[config.mk]
export PLATFORM = sky130hd
export DESIGN_NAME = snap_frame_seq
export DESIGN_NICKNAME = d
export VERILOG_FILES = /design/src/rtl/snap_frame_seq.sv
export SDC_FILE = /design/constraint.sdc
export NUM_CORES = 1
export LEC_CHECK = 0
export BUFFER_PORTS_ARGS = -buffer_cell sky130_fd_sc_hd__clkbuf_2
export CORE_ASPECT_RATIO = 0.8
export CORE_MARGIN = 5
export CORE_UTILIZATION = 62
export CTS_BUF_LIST = sky130_fd_sc_hd__clkbuf_4 sky130_fd_sc_hd__clkbuf_8 sky130_fd_sc_hd__clkbuf_16
export CTS_CLUSTER_SIZE = 20
export DETAILED_ROUTE_END_ITERATION = 8
export PLACE_DENSITY = 0.81
export SLEW_MARGIN = 20
export SYNTH_ARGS = -nofsm -noshare
export SYNTH_HDL_FRONTEND = slang
export SYNTH_SLANG_ARGS = --single-unit
[constraint.sdc]
create_clock -name clk -period 3.36 [get_ports clk]
set_input_delay 0 -clock clk [delete_from_list [all_inputs] [get_ports clk]]
set_output_delay 0 -clock clk [all_outputs]
set_load 0.05 [all_outputs]
[src/rtl/snap_frame_seq.sv]
module snap_frame_seq #(
  parameter int CNT_W     = 16,
  parameter int RST_CYC   = 4,
  parameter int RET_LIMIT = 2500000
) (
  input  logic             clk,
  input  logic             rst_n,
  input  logic             run,
  input  logic             cds_mode,
  input  logic [CNT_W-1:0] int_cycles,
  input  logic [CNT_W-1:0] rd_cycles,
  output logic             pix_rst,
  output logic [1:0]       store,
  output logic [1:0]       read_en,
  output logic             frame_valid,
  output logic             rd_idx,
  output logic             overrun
);
  localparam int AGE_W = $clog2(RET_LIMIT + 1) + 1;

  typedef enum logic [2:0] {S_IDLE, S_RST, S_PRE, S_INT, S_STO, S_AMP, S_DRAIN} st_t;
  st_t st;

  logic [CNT_W-1:0] cnt, int_q, rd_q, rlen, rd_cnt;
  logic             cds_q, cap;
  logic             rd_busy, rd_mem, rd_more;
  logic [1:0]       pend;
  logic [AGE_W-1:0] age [2];

  wire rst_done  = (cnt == CNT_W'(RST_CYC - 1));
  wire launch    = (st == S_AMP) && !rd_busy;
  wire enter_rst = run && ((st == S_IDLE) ||
                           (launch && !cds_q) ||
                           (st == S_DRAIN && !rd_busy));

  always_ff @(posedge clk or negedge rst_n) begin
    if (!rst_n) begin
      int_q <= CNT_W'(1);
      rd_q  <= CNT_W'(1);
      cds_q <= 1'b0;
    end else if (enter_rst) begin
      int_q <= (int_cycles == '0) ? CNT_W'(1) : int_cycles;
      rd_q  <= (rd_cycles == '0) ? CNT_W'(1) : rd_cycles;
      cds_q <= cds_mode;
    end
  end

  always_ff @(posedge clk or negedge rst_n) begin
    if (!rst_n) begin
      st  <= S_IDLE;
      cnt <= '0;
      cap <= 1'b0;
    end else begin
      case (st)
        S_IDLE: if (run) begin st <= S_RST; cnt <= '0; end
        S_RST: begin
          if (rst_done && !(cds_q && rd_busy)) begin
            st  <= cds_q ? S_PRE : S_INT;
            cnt <= '0;
          end else if (!rst_done) begin
            cnt <= cnt + 1'b1;
          end
        end
        S_PRE: begin st <= S_INT; cnt <= '0; end
        S_INT: begin
          if (cnt == int_q - 1'b1) begin st <= S_STO; cnt <= '0; end
          else cnt <= cnt + 1'b1;
        end
        S_STO: st <= S_AMP;
        S_AMP: begin
          if (!rd_busy) begin
            if (!cds_q) cap <= ~cap;
            st  <= cds_q ? S_DRAIN : (run ? S_RST : S_IDLE);
            cnt <= '0;
          end
        end
        S_DRAIN: begin
          if (!rd_busy) begin st <= run ? S_RST : S_IDLE; cnt <= '0; end
        end
        default: st <= S_IDLE;
      endcase
    end
  end

  always_ff @(posedge clk or negedge rst_n) begin
    if (!rst_n) begin
      rd_busy <= 1'b0;
      rd_mem  <= 1'b0;
      rd_more <= 1'b0;
      rd_cnt  <= '0;
      rlen    <= CNT_W'(1);
    end else if (launch) begin
      rd_busy <= 1'b1;
      rd_mem  <= cds_q ? 1'b0 : cap;
      rd_more <= cds_q;
      rd_cnt  <= '0;
      rlen    <= rd_q;
    end else if (rd_busy) begin
      if (rd_cnt == rlen - 1'b1) begin
        rd_cnt <= '0;
        if (rd_more) begin
          rd_mem  <= 1'b1;
          rd_more <= 1'b0;
        end else begin
          rd_busy <= 1'b0;
        end
      end else begin
        rd_cnt <= rd_cnt + 1'b1;
      end
    end
  end

  assign pix_rst     = (st == S_IDLE) || (st == S_RST);
  assign store[0]    = (st == S_PRE) || (st == S_STO && !cds_q && !cap);
  assign store[1]    = (st == S_STO) && (cds_q || cap);
  assign read_en     = rd_busy ? (rd_mem ? 2'b10 : 2'b01) : 2'b00;
  assign frame_valid = rd_busy;
  assign rd_idx      = rd_mem;

  always_ff @(posedge clk or negedge rst_n) begin
    if (!rst_n) begin
      pend    <= '0;
      age[0]  <= '0;
      age[1]  <= '0;
      overrun <= 1'b0;
    end else begin
      for (int i = 0; i < 2; i++) begin
        if (store[i]) begin
          pend[i] <= 1'b1;
          age[i]  <= '0;
        end else if (read_en[i]) begin
          pend[i] <= 1'b0;
        end else if (pend[i]) begin
          if (age[i] < AGE_W'(RET_LIMIT)) age[i] <= age[i] + 1'b1;
          if (age[i] >= AGE_W'(RET_LIMIT)) overrun <= 1'b1;
        end
      end
    end
  end

  p_store_read_excl_r5: assert property (@(posedge clk) disable iff (!rst_n)
    (store & read_en) == 2'b00);
  p_store_single_r5: assert property (@(posedge clk) disable iff (!rst_n)
    $onehot0(store));
  p_read_single_r5: assert property (@(posedge clk) disable iff (!rst_n)
    $onehot0(read_en));
  p_no_store_in_reset_r2: assert property (@(posedge clk) disable iff (!rst_n)
    pix_rst |-> (store == 2'b00));
  p_overrun_sticky_r10: assert property (@(posedge clk) disable iff (!rst_n)
    overrun |=> overrun);
endmodule

==> results of run 1 <==
## kinds of logic (layout without fill, tap and decap cells)
family	count (synthesis)	count (layout)
and+or+nand+nor	339	339
DFF	137	137
AOI/OAI and AO/OA	104	104
xor gates and xnor gates	93	93
buffers and inverters	55	136
muxes	53	53
adders and majority gates	8	8
## cell usage in the layout, fill, tap and decap left out, types with 4 or more instances in the layout
cell type	count
clkbuf_2	42
o31ai_1	5
nor3_1	12
and2_1	7
ha_1	8
xor2_1	55
nand2b_1	7
a31oi_1	13
or3_1	12
buf_4	10
clkinvlp_4	4
inv_1	18
a22o_1	6
nand2_1	58
mux2_2	46
nor4_1	23
mux2i_1	7
o21ai_0	26
nand3_1	41
xnor2_1	38
nor2_1	97
clkbuf_16	17
dfrtp_1	134
and4_1	6
o211ai_1	4
dlygate4sd3_1	34
and3_1	18
a21oi_1	14
nor2b_1	10
nand4_1	20
or4_1	4
## cell type report
cell class	count	area share, %
clock buffers	20	5.05
clock inverters	11	1.42
inverters	18	0.761
multi-input cells	597	44.7
flip-flops and latches	137	38.7
well taps	152	2.14
repair buffers	87	7.21
## worst paths after layout
path,endpoint,depth (start not counted)
max,cnt[11],10
min,st[0],4
max reg2reg,cnt[11],10
min reg2reg,overrun,1
max in group asynchronous,age[22],3
min in group asynchronous,rd_q[15],2
## synth_stat cells (3+ instances only)
library cell  instances  area (um^2)
xor2_1               55          482
mux2i_1               7         70.1
a32oi_1               3         26.3
nor4_1               24          150
and4_1                6         52.6
dfrtp_1             134         3350
a41oi_1               3         26.3
dfstp_2               3         78.8
mux2_2               46          518
nor2b_1              10         62.6
a21oi_1              15         75.1
a211oi_1              3         22.5
or3_1                12         75.1
a22o_1                6         52.6
nand2_1              58          218
o21ai_0              26          130
a31oi_1              13         81.3
nand4_1              20          125
and3_1               18          113
ha_1                  8          100
nor3b_1               3         22.5
clkbuf_1             31          116
nand2b_1              7         43.8
nor2_1               97          364
or4_1                 4         30.0
xnor2_1              38          333
o31ai_1               5         37.5
nor3_1               12         60.1
o211ai_1              4         30.0
nand3_1              42          210
inv_1                18         67.6
and2_1                7         43.8
## registers in the layout, summed over array words and instances (netlist names)
signal,flops
age,46
cnt,16
int_q,16
rd_cnt,16
rd_q,16
rlen,16
st,3
pend,2
cap,1
cds_q,1
frame_valid,1
overrun,1
rd_idx,1
rd_more,1
## worst max-delay path: stages (launching register included)
cell	delay [ps]
dfstp_2	390
inv_1	80
ha_1	220
or4b_1	580
nor4_1	330
xnor2_1	170
a32oi_1	90
nor4_2	340
and2_0	410
o21ai_0	170
a22o_1	260
## stage by stage
stage	cells	total power, mW	area (um^2)
2_1_floorplan	789	2.52	7610
3_3_place_gp	957	2.70	7950
3_5_place_dp	957	2.74	7950
4_1_cts	1022	4.63	8860
5_1_grt	1022	4.85	8870
6_report	1022	4.63	8870
## routing by layer
metal / global-route usage (%) / vias up / wire [um]
met5: 0 / - / 0
met4: 8.00 / 0 / 295
met2: 42.2 / 227 / 8800
met3: 5.40 / 39 / 1150
li1: - / 2949 / -
met1: 36.9 / 3122 / 8210
## what timing repair did
action,4_1_cts,5_1_grt
hold buffers,34,0
resized for setup,0,3
setup endpoints to repair,0,28
endpoints found under the hold margin,143,0
## report_power, final
group | total (mW) | switching [mW] | internal [mW]
Sequential | 2.08 | 0.255 | 1.82
Combinational | 0.711 | 0.358 | 0.353
Clock | 1.84 | 0.732 | 1.11
Total | 4.63 | 1.34 | 3.29
==> results.json, run 1 <==
{
  "ant_nets": 0,
  "root_buffer": "clkbuf_16",
  "n_antenna_cell": 0,
  "fmax_mhz": 318,
  "holdWs_ps": 77.8,
  "synth_cells": 789,
  "final-setup-viol-count": 0,
  "synth-seq-cells": 137,
  "cp.arrival_ps": 3460,
  "vdd_drop_max_v": 0.000360,
  "grt.total_usage_pct": 26.4,
  "maxSlewViolCount": 0,
  "path_clk_slew_ps": 60,
  "synthMuxAreaShare_pct": 7.73,
  "r2r_start": "int_q[0]",
  "layout_min_cycle_time_ps": 3150,
  "cp-end-kind": "flip-flop",
  "drt-wirelength-per-cell_um": 18.1,
  "cts_setup_buffers": 0,
  "min_period_over_period_pct": 93.7,
  "gp_congestion": 0.905,
  "syn-cell-area_mm2": 0.00761,
  "synth.avg_cell_area_um2": 9.65,
  "hold_path_startpoint": "run",
  "yosys.area_share.adder_pct": 1.32,
  "dieArea_mm2": 0.0146,
  "rows": 36,
  "p_leak_nw": 4.12,
  "synth_top_family_by_area": "simple AND/OR/NAND/NOR gates",
  "final_layout_size_suffix_gt1_share_pct": 17.0,
  "cts_made_buffers": 17,
  "synth_top_flop_cell": "dfrtp_1",
  "yosysUniqueCellTypes": 68,
  "antenna_found_initial": 0,
  "die_h_um": 109,
  "dp_hpwl_um": 12000,
  "via_per_inst": 6.20,
  "regToRegSetupSlack_ps": 210,
  "cts.sinks": 137,
  "utilization_pct": 73.2,
  "worst_slew_pin_slew_ps": 900,
  "vias": 6337,
  "synth_xor_area_share_pct": 10.7,
  "ys.warnings.count": 0,
  "rsz0062_at_grt": "no",
  "slew_headroom_pct": 40.0,
  "fillers": 876,
  "critPathLaunchType": "flip-flop",
  "pre_cts_ws_ps": 139,
  "io-pin-count": 44,
  "dr.pass1.iters": 5,
  "finalSetupTns_ps": 0,
  "grt_start_max_net_pins": 115,
  "async_flop_share_pct": 100,
  "finalNetCount": 902,
  "syn_nets": 833,
  "overflow": 0,
  "synth_compound_gate_area_share_pct": 9.26,
  "maxCapViolCount": 0,
  "clock_latency_ps": 430,
  "regArea_mm2": 0.00343,
  "timing_worst_setup_path_type": "flip-flop to flip-flop",
  "hold_viol_final": 0,
  "core_mm2": 0.0121,
  "synth_edf_count": 0,
  "synthSimpleGateAreaFrac_pct": 22.9,
  "die_w_um": 134,
  "yosysSeqAreaShare_pct": 45.1,
  "power.density_mw_per_mm2": 522,
  "grt_pass1_vias": 6135,
  "status": "completed",
  "cts_tree": "built",
  "multiInputGateArea_mm2": 0.00397,
  "grt_pass1_wl_um": 30700,
  "drc": 0,
  "start_util_pct": 62.8,
  "skew_ps": 12.1,
  "setup_slack_ps": 212,
  "drt-initial-drc-count": 635,
  "clockBufferDepth": 2,
  "setup.worst_path.start": "int_q[0]",
  "drt-total-wl_um": 18400,
  "crit_required_ps": 3670,
  "htreeDepth": 4,
  "cp_max_fo": 6,
  "hp-class": "primary input to flip-flop",
  "syn2layout_area_growth_pct": 16.6,
  "io_buffers": 43
}
Note: power is estimated with default switching activity, not from simulation.
==> run 2, diff against run 1 <==
--- a/config.mk
+++ b/config.mk
@@ -13,6 +13,7 @@
 export CTS_CLUSTER_SIZE = 20
 export DETAILED_ROUTE_END_ITERATION = 8
 export PLACE_DENSITY = 0.81
+export REMOVE_ABC_BUFFERS = 1
 export SLEW_MARGIN = 20
 export SYNTH_ARGS = -nofsm -noshare
 export SYNTH_HDL_FRONTEND = slang
==> results.json, run 2 (same netlist as run 1, synthesis figures left out) <==
{
  "cp.arrival_ps": 3430,
  "hold_path_startpoint": "run",
  "stdcell_area_mm2": 0.00885,
  "slew_headroom_pct": 37.4,
  "rsz0062_at_grt": "no",
  "dieArea_mm2": 0.0146,
  "hold_viol_final": 0,
  "dp_hpwl_um": 11700,
  "fmax_mhz": 317,
  "overflow": 0,
  "cp_cell_sequence": "or3_1 > or3_1 > a2111oi_2 > nand4_1 > nor4_2 > and4_4 > or2_1 > nor2_1",
  "grt_start_max_net_pins": 104,
  "die_w_um": 134,
  "cts_tree": "built",
  "drc": 0,
  "grt.total_usage_pct": 26.9,
  "layout_min_cycle_time_ps": 3150,
  "setup_slack_ps": 206,
  "grt_pass1_wl_um": 31500,
  "timing_worst_setup_path_type": "flip-flop to flip-flop",
  "io_buffers": 43,
  "crit_buf_inv": 0,
  "largest_reg_flops": 46,
  "antenna_found_initial": 0,
  "crit_required_ps": 3630,
  "start_util_pct": 62.8,
  "clockBufferDepth": 2,
  "p_leak_nw": 4.12,
  "status": "completed",
  "maxSlewViolCount": 0,
  "cpPeakStageDelay_ps": 470,
  "skew_ps": 11.7,
  "ant_nets": 0,
  "cp-end-kind": "flip-flop",
  "cp_slowest_cell": "dfrtp_1",
  "drt-wirelength-per-cell_um": 18.0,
  "root_buffer": "clkbuf_16",
  "core_mm2": 0.0121,
  "vdd_drop_max_v": 0.000371,
  "grt_pass1_vias": 6519,
  "dr.pass1.iters": 5,
  "vias": 6379,
  "die_h_um": 109,
  "clock_latency_ps": 420,
  "holdWs_ps": 79.7,
  "cp_top_family": "simple AND/OR/NAND/NOR gates",
  "htreeDepth": 4,
  "final-setup-viol-count": 0,
  "rows": 36,
  "via_per_inst": 6.25,
  "r2r_start": "rlen[2]",
  "finalNetCount": 902,
  "hp-class": "primary input to flip-flop",
  "cts.sinks": 137,
  "final_layout_size_suffix_gt1_share_pct": 16.8,
  "dpl_cell_area_mm2": 0.00795,
  "pre_cts_ws_ps": 68.5,
  "min_period_over_period_pct": 93.9,
  "maxCapViolCount": 0,
  "instances_no_fill": 1021,
  "syn2layout_area_growth_pct": 16.3,
  "drt-total-wl_um": 18400,
  "path_clk_slew_ps": 60,
  "drt-initial-drc-count": 568,
  "layout_commonest_cell": "dfrtp_1",
  "cts_made_buffers": 17,
  "power.density_mw_per_mm2": 509,
  "crit_top_cell": "or3_1",
  "regMostFlops": "age",
  "fillers": 830,
  "worst_slew_pin_slew_ps": 940,
  "final_cell_mix": "dfrtp_1, nor2_1, nand2_1",
  "io-pin-count": 44,
  "critPathLaunchType": "flip-flop",
  "cp_max_fo": 14,
  "gp_congestion": 0.951,
  "cts_setup_buffers": 0,
  "setup.worst_path.start": "rlen[2]",
  "n_antenna_cell": 0,
  "dpl.cell_count": 957
}
==> run 2: cell types whose count changed in the layout (fill, tap and decap cells not counted), sizes merged <==
| cell | change |
|---|---|
| clkinv | +2 |
| clkinvlp | -2 |
| buf | +1 |
| bufinv | -1 |
| inv | -1 |
==> run 2: repair_timing <==
action	4_1_cts	5_1_grt
resized for setup	0	3
setup endpoints to repair	0	15
hold buffers	34	0
endpoints found under the hold margin	131	0
==> run 2: metrics by stage <==
step           TNS [ps]  total power, mW  utilization (%)
2_1_floorplan     -1700             2.51                -
3_3_place_gp          0             2.68             65.6
3_5_place_dp          0             2.73             65.6
4_1_cts               0             4.51             73.0
5_1_grt               0             4.72             73.1
6_report              0             4.51             73.1
==> run 2: power by group <==
part           switching [mW]  internal [mW]  total, mW
sequential              0.253           1.82       2.07
clock                   0.672           1.07       1.74
combinational           0.341          0.352      0.693
total                    1.27           3.24       4.51
==> run 2: layout make-up <==
cell class	instances	area [um^2]	area share [%]
clock buffer	21	474	5.36
timing repair buffer	87	637	7.19
tap	152	190	2.15
inverter	18	67.6	0.763
sequential	137	3430	38.8
multi-input combinational	597	3980	44.9
clock inverter	9	75.1	0.848
==> run 2: routing by layer <==
layer / up-vias / wire length, um / share of wire [%] / track usage (%)
met5: - / 0 / 0 / 0
met4: 0 / 448 / 2.4 / 10.9
met3: 53 / 1130 / 6.2 / 5.81
met2: 269 / 8930 / 49 / 44.5
met1: 3107 / 7870 / 43 / 34.8
li1: 2950 / - / - / -
==> run 2: worst reg2reg max path, stage by stage (launching register included) <==
cell and delay [ps]:
dfrtp_1 470, or3_1 430, or3_1 410, a2111oi_2 370, nand4_1 160, nor4_2 310
and4_4 300, or2_1 410, nor2_1 140
==> run 2: final timing paths <==
path | endpoint | slack (ps) | cells after the start
hold reg to reg | cap | 490 | 1
max in group asynchronous | age[9] | 2260 | 3
hold / removal | cds_q | 80 | 3
setup / recovery | rd_cnt[14] | 210 | 8
min in group asynchronous | int_q[7] | 260 | 2
setup reg to reg | rd_cnt[14] | 210 | 8
